--- config.mk ---
export PLATFORM = sky130hd
export DESIGN_NAME = tx_len_guard
export DESIGN_NICKNAME = d
export VERILOG_FILES = /design/src/rtl/txg_pkg.sv /design/src/rtl/txg_activity.sv /design/src/rtl/txg_length.sv /design/src/rtl/txg_flag.sv /design/src/rtl/tx_len_guard.sv
export SDC_FILE = /design/constraint.sdc
export NUM_CORES = 1
export LEC_CHECK = 0
export CAP_MARGIN = 15
export CORE_MARGIN = 4
export CORE_UTILIZATION = 40
export DETAILED_ROUTE_END_ITERATION = 10
export DONT_BUFFER_PORTS = 1
export MAX_ROUTING_LAYER = met4
export SLEW_MARGIN = 20
export SYNTH_ARGS = -nofsm -noshare
export SYNTH_HDL_FRONTEND = slang
export SYNTH_HIERARCHICAL = 1
export SYNTH_SLANG_ARGS = --single-unit
--- constraint.sdc ---
create_clock -name clk -period 6.72 [get_ports clk]
set_clock_uncertainty 0.1 [all_clocks]
set_input_delay 1.344 -clock clk [delete_from_list [all_inputs] [get_ports clk]]
set_output_delay 1.344 -clock clk [all_outputs]
set_load 0.01 [all_outputs]
--- src/rtl/txg_pkg.sv ---
package txg_pkg;

  localparam int TRIP_CYCLES_DEF = 9216;
  localparam int GAP_CYCLES_DEF  = 36;

  typedef struct packed {
    logic pos;
    logic neg;
  } line_pair_t;

endpackage

--- src/rtl/txg_activity.sv ---
module txg_activity
  import txg_pkg::*;
#(
  parameter int GAP_CYCLES = GAP_CYCLES_DEF
) (
  input  logic       clk,
  input  logic       rst_n,
  input  logic       mrst_n,
  input  line_pair_t lines_i,
  output logic       busy_o,
  output logic       msg_end_o
);

  localparam int GW = $clog2(GAP_CYCLES + 2);
  localparam logic [GW-1:0] GAP_SAT = GW'(GAP_CYCLES + 1);

  logic [GW-1:0] idle_q;
  logic [GW-1:0] idle_d;
  logic          idle_en;

  // master reset low is seen as an idle line
  assign busy_o = (lines_i.pos | lines_i.neg) & mrst_n;

  always_comb begin
    if (busy_o) begin
      idle_d  = '0;
      idle_en = (idle_q != '0);
    end else begin
      idle_d  = (idle_q == GAP_SAT) ? idle_q : idle_q + GW'(1);
      idle_en = (idle_q != GAP_SAT);
    end
  end

  // this idle cycle is the first one beyond the allowed gap
  assign msg_end_o = ~busy_o & (idle_d == GAP_SAT);

  always_ff @(posedge clk or negedge rst_n) begin
    if (!rst_n) begin
      idle_q <= '0;
    end else if (idle_en) begin
      idle_q <= idle_d;
    end
  end

endmodule

--- src/rtl/txg_length.sv ---
module txg_length
  import txg_pkg::*;
#(
  parameter int TRIP_CYCLES = TRIP_CYCLES_DEF,
  localparam int LW = $clog2(TRIP_CYCLES + 1)
) (
  input  logic          clk,
  input  logic          rst_n,
  input  logic          busy_i,
  input  logic          msg_end_i,
  output logic          at_limit_o,
  output logic [LW-1:0] len_o
);

  localparam logic [LW-1:0] LEN_MAX = LW'(TRIP_CYCLES);

  logic [LW-1:0] len_q;
  logic [LW-1:0] len_d;
  logic [LW-1:0] len_inc;
  logic          len_en;

  assign len_inc = (len_q == LEN_MAX) ? len_q : len_q + LW'(1);

  always_comb begin
    if (msg_end_i) begin
      len_d = '0;
    end else if (busy_i) begin
      len_d = len_inc;
    end else if (len_q != '0) begin
      len_d = len_inc;            // short gap inside a message keeps counting
    end else begin
      len_d = '0;
    end
    len_en = (len_d != len_q);
  end

  always_ff @(posedge clk or negedge rst_n) begin
    if (!rst_n) begin
      len_q <= '0;
    end else if (len_en) begin
      len_q <= len_d;
    end
  end

  assign at_limit_o = (len_q == LEN_MAX);
  assign len_o      = len_q;

endmodule

--- src/rtl/txg_flag.sv ---
module txg_flag (
  input  logic clk,
  input  logic rst_n,
  input  logic trip_i,
  input  logic clear_i,
  output logic flag_o
);

  logic flag_q;
  logic flag_d;
  logic flag_en;

  always_comb begin
    if (clear_i) begin
      flag_d = 1'b0;
    end else begin
      flag_d = flag_q | trip_i;
    end
    flag_en = (flag_d != flag_q);
  end

  always_ff @(posedge clk or negedge rst_n) begin
    if (!rst_n) begin
      flag_q <= 1'b0;
    end else if (flag_en) begin
      flag_q <= flag_d;
    end
  end

  assign flag_o = flag_q;

endmodule

--- src/rtl/tx_len_guard.sv ---
module tx_len_guard
  import txg_pkg::*;
#(
  parameter int TRIP_CYCLES = TRIP_CYCLES_DEF,
  parameter int GAP_CYCLES  = GAP_CYCLES_DEF
) (
  input  logic clk,
  input  logic rst_n,
  input  logic mrst_n,
  input  logic cmd_match,
  input  logic tx_in_pos,
  input  logic tx_in_neg,
  output logic tx_out_pos,
  output logic tx_out_neg,
  output logic fail_safe
);

  localparam int LW = $clog2(TRIP_CYCLES + 1);

  line_pair_t    lines;
  logic          busy;
  logic          msg_end;
  logic          at_limit;
  logic [LW-1:0] len_q;
  logic          trip;
  logic          clear;
  logic          flag;

  assign lines.pos = tx_in_pos;
  assign lines.neg = tx_in_neg;

  txg_activity #(.GAP_CYCLES(GAP_CYCLES)) activity_i (
    .clk       (clk),
    .rst_n     (rst_n),
    .mrst_n    (mrst_n),
    .lines_i   (lines),
    .busy_o    (busy),
    .msg_end_o (msg_end)
  );

  txg_length #(.TRIP_CYCLES(TRIP_CYCLES)) length_i (
    .clk        (clk),
    .rst_n      (rst_n),
    .busy_i     (busy),
    .msg_end_i  (msg_end),
    .at_limit_o (at_limit),
    .len_o      (len_q)
  );

  assign trip  = at_limit & busy;
  assign clear = ~mrst_n | cmd_match;

  txg_flag flag_i (
    .clk     (clk),
    .rst_n   (rst_n),
    .trip_i  (trip),
    .clear_i (clear),
    .flag_o  (flag)
  );

  assign fail_safe  = flag;
  assign tx_out_pos = tx_in_pos & ~flag;
  assign tx_out_neg = tx_in_neg & ~flag;

endmodule

==> key figures, run 1 <==
Run status
  – Outcome: complete, no violations

Setup path
  – FF-to-FF setup slack: 4.01 ns
  – Worst path bufs/invs: 0
  – CP Capture Type: output pin
  – Worst-path maximum fanout: 2
  – Largest stage delay, worst path: 0.22 ns
  – FF-to-FF End: length_i/len_o[11]
  – CP cell instances: nor2b_1
  – CP Depth: 1
  – CP Launch Point: tx_in_neg
  – Worst EP required: 5.28 ns
  – R2r startpoint: activity_i/idle_q[0]
  – Top delay family on crit path: simple AND/OR/NAND/NOR gates
  – Critical-path top delay cell: nor2b_1
  – CP startpoint kind: primary input
  – Arrival time at the worst endpoint: 1.57 ns
  – CP Class: in -> out
  – Reg2reg path depth: 7
  – CP endpoint: tx_out_neg

Clock network
  – CTS tree: built
  – CTS sink cnt: 21
  – Root Buffer: clkbuf_4
  – Post-cts gate resize count: 0
  – Number of buffers added for setup after CTS: 0
  – Clock slew at reported path FFs: 0.11 ns
  – H-tree Lvls: 1
  – Num CTS Buffers: 3
  – Worst skew pair latency: 0.31 ns
  – Hold-fix buffers, CTS: 0
  – Clock buffer depth: 2

Die
  – Io pins: 9
  – Num rows: 19
  – Initial core utilization: 43.6%
  – Core Region: 2850 µm²
  – DIE AREA: 4070 µm²
  – Die X: 63.8 µm
  – Die Height: 63.8 µm

GRT
  – Vias in the first global route: 964
  – First-pass GRT wire length: 4380 µm
  – Largest net degree at the start of global routing: 22
  – Grt total ovfl: 0
  – Tot GR Track Use: 13.8%
  – Antenna violations before repair: 0

STA
  – Ratio of final minimum period to clock period: 44.8%
  – Pins over their slew limit: 0
  – Final setup TNS: 0 ns
  – Minimum clock period: 3.01 ns
  – Actual slew at the worst max-slew pin: 0.653 ns
  – Max Freq: 332 MHz
  – RSZ-0062 raised after global routing: no
  – Rel. slew slack: 56.5%
  – Final setup viols: 0
  – Final hold vios: 0

Logic synthesis
  – #FFs+latches synth: 21
  – Synth top area share: 42.2%
  – Largest cells by area after synthesis: dfrtp_1 (42%), xnor2_1 (7.0%), nor2_1 (5.4%), ha_1 (5.0%), xor2_1 (3.5%)
  – Average size of a mapped cell: 9.65 µm²
  – Synth Cell Area: 1240 µm²
  – Synth async-reset ratio: 100%
  – Cells after Synth: 129
  – YS warnings: 6
  – Number of flops mapped to enable cells by yosys: 0
  – Largest area contributor in the netlist: dfrtp_1
  – Synth Net Count: 140
  – Ys flop type: dfrtp_1
  – Post-synthesis cell type count: 38
  – Register area share after synthesis: 42.2%

Placed design
  – PortBufs: 0
  – Placed cell area: 1280 µm²
  – GPL Wtd Cong: 0.939
  – Detailed Place HPWL: 1750 µm
  – Placed Cells: 158

Hold path
  – Hold Crit Start: length_i/len_o[12]
  – Worst hold path type: reg -> reg

Power and ir drop
  – Leakage power: 0.551 nW
  – PD cells: 346 nW/µm²
  – Pwr Total: 0.000456 W
  – Max VDD drop: 0.000177 V

Layout
  – Non-filler cells, final: 162
  – Antenna cells: 0
  – Area growth syn-to-layout: 5.73%
  – Layout Nets: 143
  – Final Instance Area: 1320 µm²
  – Layout fillers: 276
  – Layout cells sized above 1: 9.92%

Detailed routing
  – Antenna viol nets, final: 0
  – DRC Markers: 0
  – Routed wire length: 2430 µm
  – First-pass DRT Iterations: 5
  – Post-DR wirelength/cell: 15.0 µm
  – Via/cell ratio: 5.79
  – DR vias: 938
  – Initial DRC count: 70

Run
  – Max-cap check violation count: 0
==> layout make-up <==
type / count / area [µm²] / share of cell area [%]
Tap cell: 31 / 38.8 / 2.95
Clock inverter: 1 / 5.00 / 0.380
Inverter: 9 / 33.8 / 2.57
Clock buffer: 3 / 22.5 / 1.71
Sequential cell: 21 / 526 / 39.9
Multi-Input combinational cell: 97 / 691 / 52.5
==> synth_stat cells (2+ instances only) <==
master,instances
inv_1,9
nand2b_1,2
xor2_1,5
o21ai_0,2
and2_1,3
a21oi_1,3
or3_1,2
nor4_1,2
nand4_1,4
nor3_1,6
nand2_1,5
mux2i_1,2
nor2b_1,2
dfrtp_1,21
xnor2_1,10
nand3_1,8
nor2_1,18
ha_1,5
==> power breakdown <==
part	internal (W)	switching [W]	leakage, nW
registers	0.000174	0.0000794	0.252
clock network	0.0000222	0.0000398	0.0177
logic	0.0000673	0.0000734	0.282
total	0.000263	0.000193	0.551
==> state kept, by name (all words and copies together), names as in the netlist <==
register           flops
activity_i/idle_q      6
flag_i/flag_o          1
length_i/len_o        14
==> kinds of logic (layout without fill, tap and decap cells) <==
| logic type | count (synthesis) | in the layout | synth area share [%] |
|---|---|---|---|
| adder cells (fa/ha/maj) | 5 | 5 | 5.03 |
| buffers and inverters | 11 | 13 | 3.32 |
| multiplexers | 2 | 2 | 1.61 |
| XOR/XNOR | 15 | 15 | 10.6 |
| flip-flops | 21 | 21 | 42.2 |
| AO/OA/AOI/OAI | 15 | 15 | 9.65 |
| AND/OR/NAND/NOR | 60 | 60 | 27.6 |
==> per-stage QoR <==
step / utilization (%) / setup slack [ns] / hold WS (ns)
finish: 46.1 / 3.71 / 0.501
CTS: 45.7 / 3.59 / 0.502
floorplan: - / 3.64 / 0.432
global route: 46.1 / 3.70 / 0.534
global placement: 44.7 / 3.35 / 0.467
detailed placement: 44.7 / 3.24 / 0.472
==> metal layers <==
layer / global-route usage [%] / up-vias / wire (µm)
li1: - / 455 / -
met5: - / - / 0
met2: 23.0 / 21 / 1220
met1: 15.6 / 452 / 1090
met4: 5.39 / 0 / 48
met3: 3.85 / 10 / 71
==> how the worst min path moves through the flow <==
stage                               to  slack, ns  depth (start not counted)
finish              length_i/len_o[12]       0.50                          2
floorplan           length_i/len_o[12]       0.43                          2
detailed placement  length_i/len_o[12]       0.47                          2
global route        length_i/len_o[12]       0.53                          2
CTS                 length_i/len_o[12]       0.50                          2
global placement    length_i/len_o[12]       0.47                          2
==> layout by cell type, fill, tap and decap left out, types with 2 or more instances in the layout <==
cell      count
clkbuf_4      3
a21oi_1       3
o21ai_0       2
and2_1        3
or3_1         2
nor2b_1       2
nor3_1        6
dfrtp_1      21
xnor2_1      10
xor2_1        5
nand4_1       4
nor4_1        2
nand2_1       5
ha_1          5
mux2i_1       2
nand3_1       8
nor2_1       18
nand2b_1      2
inv_1         9
No activity file was read; power rests on OpenSTA's default activity.
==> run 2: changes to the inputs <==
==> constraint.sdc (replaced) <==
create_clock -name clk -period 2.7 [get_ports clk]
set_clock_uncertainty 0.1 [all_clocks]
set_input_delay 0.54 -clock clk [delete_from_list [all_inputs] [get_ports clk]]
set_output_delay 0.54 -clock clk [all_outputs]
set_load 0.01 [all_outputs]
==> run 2 against run 1 <==
Against the previous run:
- wire length is 7.0% lower
- clock-buffer cell count is 1 higher
- first-iteration DRC count shrank 39%
- combinational power grew 150%
- sequential cell count stayed put
- register-to-register slack worse by 3.7 ns
- via count shrank 1.8%
==> key figures, run 2 (synthesis gave the netlist of run 1 again) <==
Clock network
  – CTS sink cnt: 21 (unchanged)
  – Post-cts gate resize count: 0 (unchanged)
  – Worst skew pair latency: 0.30 ns (was 0.31 ns)
  – Root Buffer: clkbuf_4 (unchanged)
  – Num CTS Buffers: 3 (unchanged)
  – CTS tree: built (unchanged)
  – H-tree Lvls: 1 (unchanged)
  – Hold-fix buffers, CTS: 1 (was 0)
  – Clock buffer depth: 2 (unchanged)
  – Clock slew at reported path FFs: 0.12 ns (was 0.11 ns)
  – Number of buffers added for setup after CTS: 0 (unchanged)

STA
  – Pins over their slew limit: 0 (unchanged)
  – Final setup viols: 0 (unchanged)
  – Rel. slew slack: 37.9% (was 56.5%)
  – Final hold vios: 0 (unchanged)
  – Minimum clock period: 2.38 ns
  – Final setup TNS: 0 ns (unchanged)
  – Max Freq: 421 MHz
  – Actual slew at the worst max-slew pin: 0.928 ns (was 0.653 ns)
  – RSZ-0062 raised after global routing: no (unchanged)
  – Ratio of final minimum period to clock period: 88.0%

Power and ir drop
  – Leakage power: 0.563 nW (was 0.551 nW)
  – Clock power share: 13.6% (about the same)
  – Pint: 0.000659 W (was 0.000263 W)
  – PD cells: 852 nW/µm² (was 346 nW/µm²)
  – Max VDD drop: 0.000462 V (was 0.000177 V)
  – Share of power burned in registers: 55.5% (about the same)
  – Comb pwr share: 30.9% (about the same)
  – Sw frac: 41.7% (was 42.3%)
  – Switch Pwr: 0.000471 W (was 0.000193 W)
  – Pwr Total: 0.00113 W (was 0.000456 W)

Setup path
  – Worst-path maximum fanout: 8 (was 2)
  – Worst path bufs/invs: 1 (was 0)
  – CP Launch Point: activity_i/idle_q[0] (was tx_in_neg)
  – Arrival time at the worst endpoint: 2.48 ns (was 1.57 ns)
  – Critical-path top delay cell: or4_1 (was nor2b_1)
  – Worst EP required: 2.80 ns (was 5.28 ns)
  – FF-to-FF End: length_i/len_o[0] (was length_i/len_o[11])
  – CP cell instances: inv_1 > ha_1 > or4_1 > a2111oi_2 > a41o_2 > nor2_1 (was nor2b_1)
  – Top delay family on crit path: compound AO/OA/AOI/OAI gates (was simple AND/OR/NAND/NOR gates)
  – FF-to-FF setup slack: 0.32 ns (was 4.01 ns)
  – Reg2reg path depth: 6 (was 7)
  – R2r startpoint: activity_i/idle_q[0] (unchanged)
  – CP Capture Type: register (was output pin)
  – CP Class: reg -> reg (was in -> out)
  – CP startpoint kind: register (was primary input)
  – Largest stage delay, worst path: 0.52 ns (was 0.22 ns)

Hold path
  – Hold Path Cell Cnt: 2 (unchanged)
  – Hold Crit Start: mrst_n (was length_i/len_o[12])
  – Hold Path Sink: flag_i/flag_o (was length_i/len_o[12])
  – Worst hold path type: in -> reg (was reg -> reg)

GRT
  – Largest net degree at the start of global routing: 22 (unchanged)
  – First-pass GRT wire length: 3870 µm (was 4380 µm)
  – Grt total ovfl: 0 (unchanged)
  – Antenna violations before repair: 0 (unchanged)
  – Tot GR Track Use: 12.2% (was 13.8%)
  – Vias in the first global route: 867 (was 964)

Die
  – DIE AREA: 4070 µm² (unchanged)
  – Io pins: 9 (unchanged)
  – Die X: 63.8 µm (unchanged)
  – Num rows: 19 (unchanged)
  – Core Region: 2850 µm² (unchanged)
  – Initial core utilization: 43.6% (unchanged)
  – Die Height: 63.8 µm (unchanged)

Layout
  – Most frequent cells in the layout: dfrtp_1 (21), nor2_1 (18), xnor2_1 (10), inv_1 (9), nand3_1 (8) (unchanged)
  – Layout Nets: 146 (was 143)
  – Commonest non-fill, non-tap cell in the layout: dfrtp_1 (unchanged)
  – Non-filler cells, final: 165 (was 162)
  – Largest register FFs: 14 (unchanged)
  – Layout cells sized above 1: 10.4% (was 9.92%)
  – Final Instance Area: 1330 µm² (was 1320 µm²)
  – Area growth syn-to-layout: 6.63% (was 5.73%)
  – Post-layout util: 46.5% (was 46.1%)
  – Antenna cells: 0 (unchanged)

Detailed routing
  – First-pass DRT Iterations: 4 (was 5)
  – Via/cell ratio: 5.58 (was 5.79)
  – DRC Markers: 0 (unchanged)
  – DR vias: 921 (was 938)
  – Post-DR wirelength/cell: 13.7 µm (was 15.0 µm)
  – Initial DRC count: 43 (was 70)
  – Routed wire length: 2260 µm (was 2430 µm)
  – Antenna viol nets, final: 0 (unchanged)

Run status
  – Outcome: complete, no violations (unchanged)

Placed design
  – PortBufs: 0 (unchanged)
  – Placed Cells: 160 (was 158)
  – Placed cell area: 1290 µm² (was 1280 µm²)
  – GPL Wtd Cong: 0.824 (was 0.939)
  – Detailed Place HPWL: 1710 µm (was 1750 µm)

Run
  – Max-cap check violation count: 0 (unchanged)
## run 2: cell count changes in the layout (fill, tap and decap cells not counted), sizes merged
cell         change
buf              +2
clkbuf           +1
clkinv           -1
dlygate4sd3      +1
## run 2: worst reg2reg max path: cells and delay by family (launching register included)
family / cells / cell delay, ns
AO/OA/AOI/OAI: 2 / 0.71
buffers and inverters: 1 / 0.07
AND/OR/NAND/NOR: 2 / 0.59
adder cells (fa/ha/maj): 1 / 0.31
flip-flops: 1 / 0.49
## run 2: cell type report
type	count	area [µm²]
fillers	273	1530
multi-input cells	97	678
clock buffers	4	26.3
flip-flops and latches	21	526
inverters	9	33.8
repair buffers	3	25.0
well taps	31	38.8
## run 2: metrics by stage
step | setup WS [ns] | hold slack, ns
finish | 0.324 | 0.341
global route | 0.193 | 0.335
CTS | 0.314 | 0.331
detailed placement | 0.345 | 0.145
global placement | 0.418 | 0.145
floorplan | 0.303 | 0.144
## run 2: how the worst max path moves through the flow
stage	endpoint	slack (ns)	cells past startpoint
global placement	length_i/len_o[2]	0.42	7
global route	length_i/len_o[2]	0.19	6
floorplan	length_i/len_o[11]	0.30	7
finish	length_i/len_o[0]	0.32	6
detailed placement	length_i/len_o[6]	0.34	6
CTS	length_i/len_o[9]	0.31	6
## run 2: layer usage
layer / share of wire [%] / vias up / track usage [%] / routed length [µm]
li1: - / 458 / - / -
met1: 47 / 454 / 14.6 / 1070
met2: 49 / 7 / 20.0 / 1110
met3: 2.5 / 2 / 3.68 / 56
met4: 0.88 / 0 / 2.96 / 20
met5: 0 / - / - / 0
## run 2: power groups by stage
stage | clock network, W | logic, W | registers (W)
after global placement | 0 | 0.000333 | 0.000630
after detailed placement | 0 | 0.000345 | 0.000633
after floorplan | 0 | 0.000291 | 0.000590
after global routing | 0.000175 | 0.000402 | 0.000651
final | 0.000154 | 0.000349 | 0.000628
after CTS | 0.000164 | 0.000354 | 0.000627
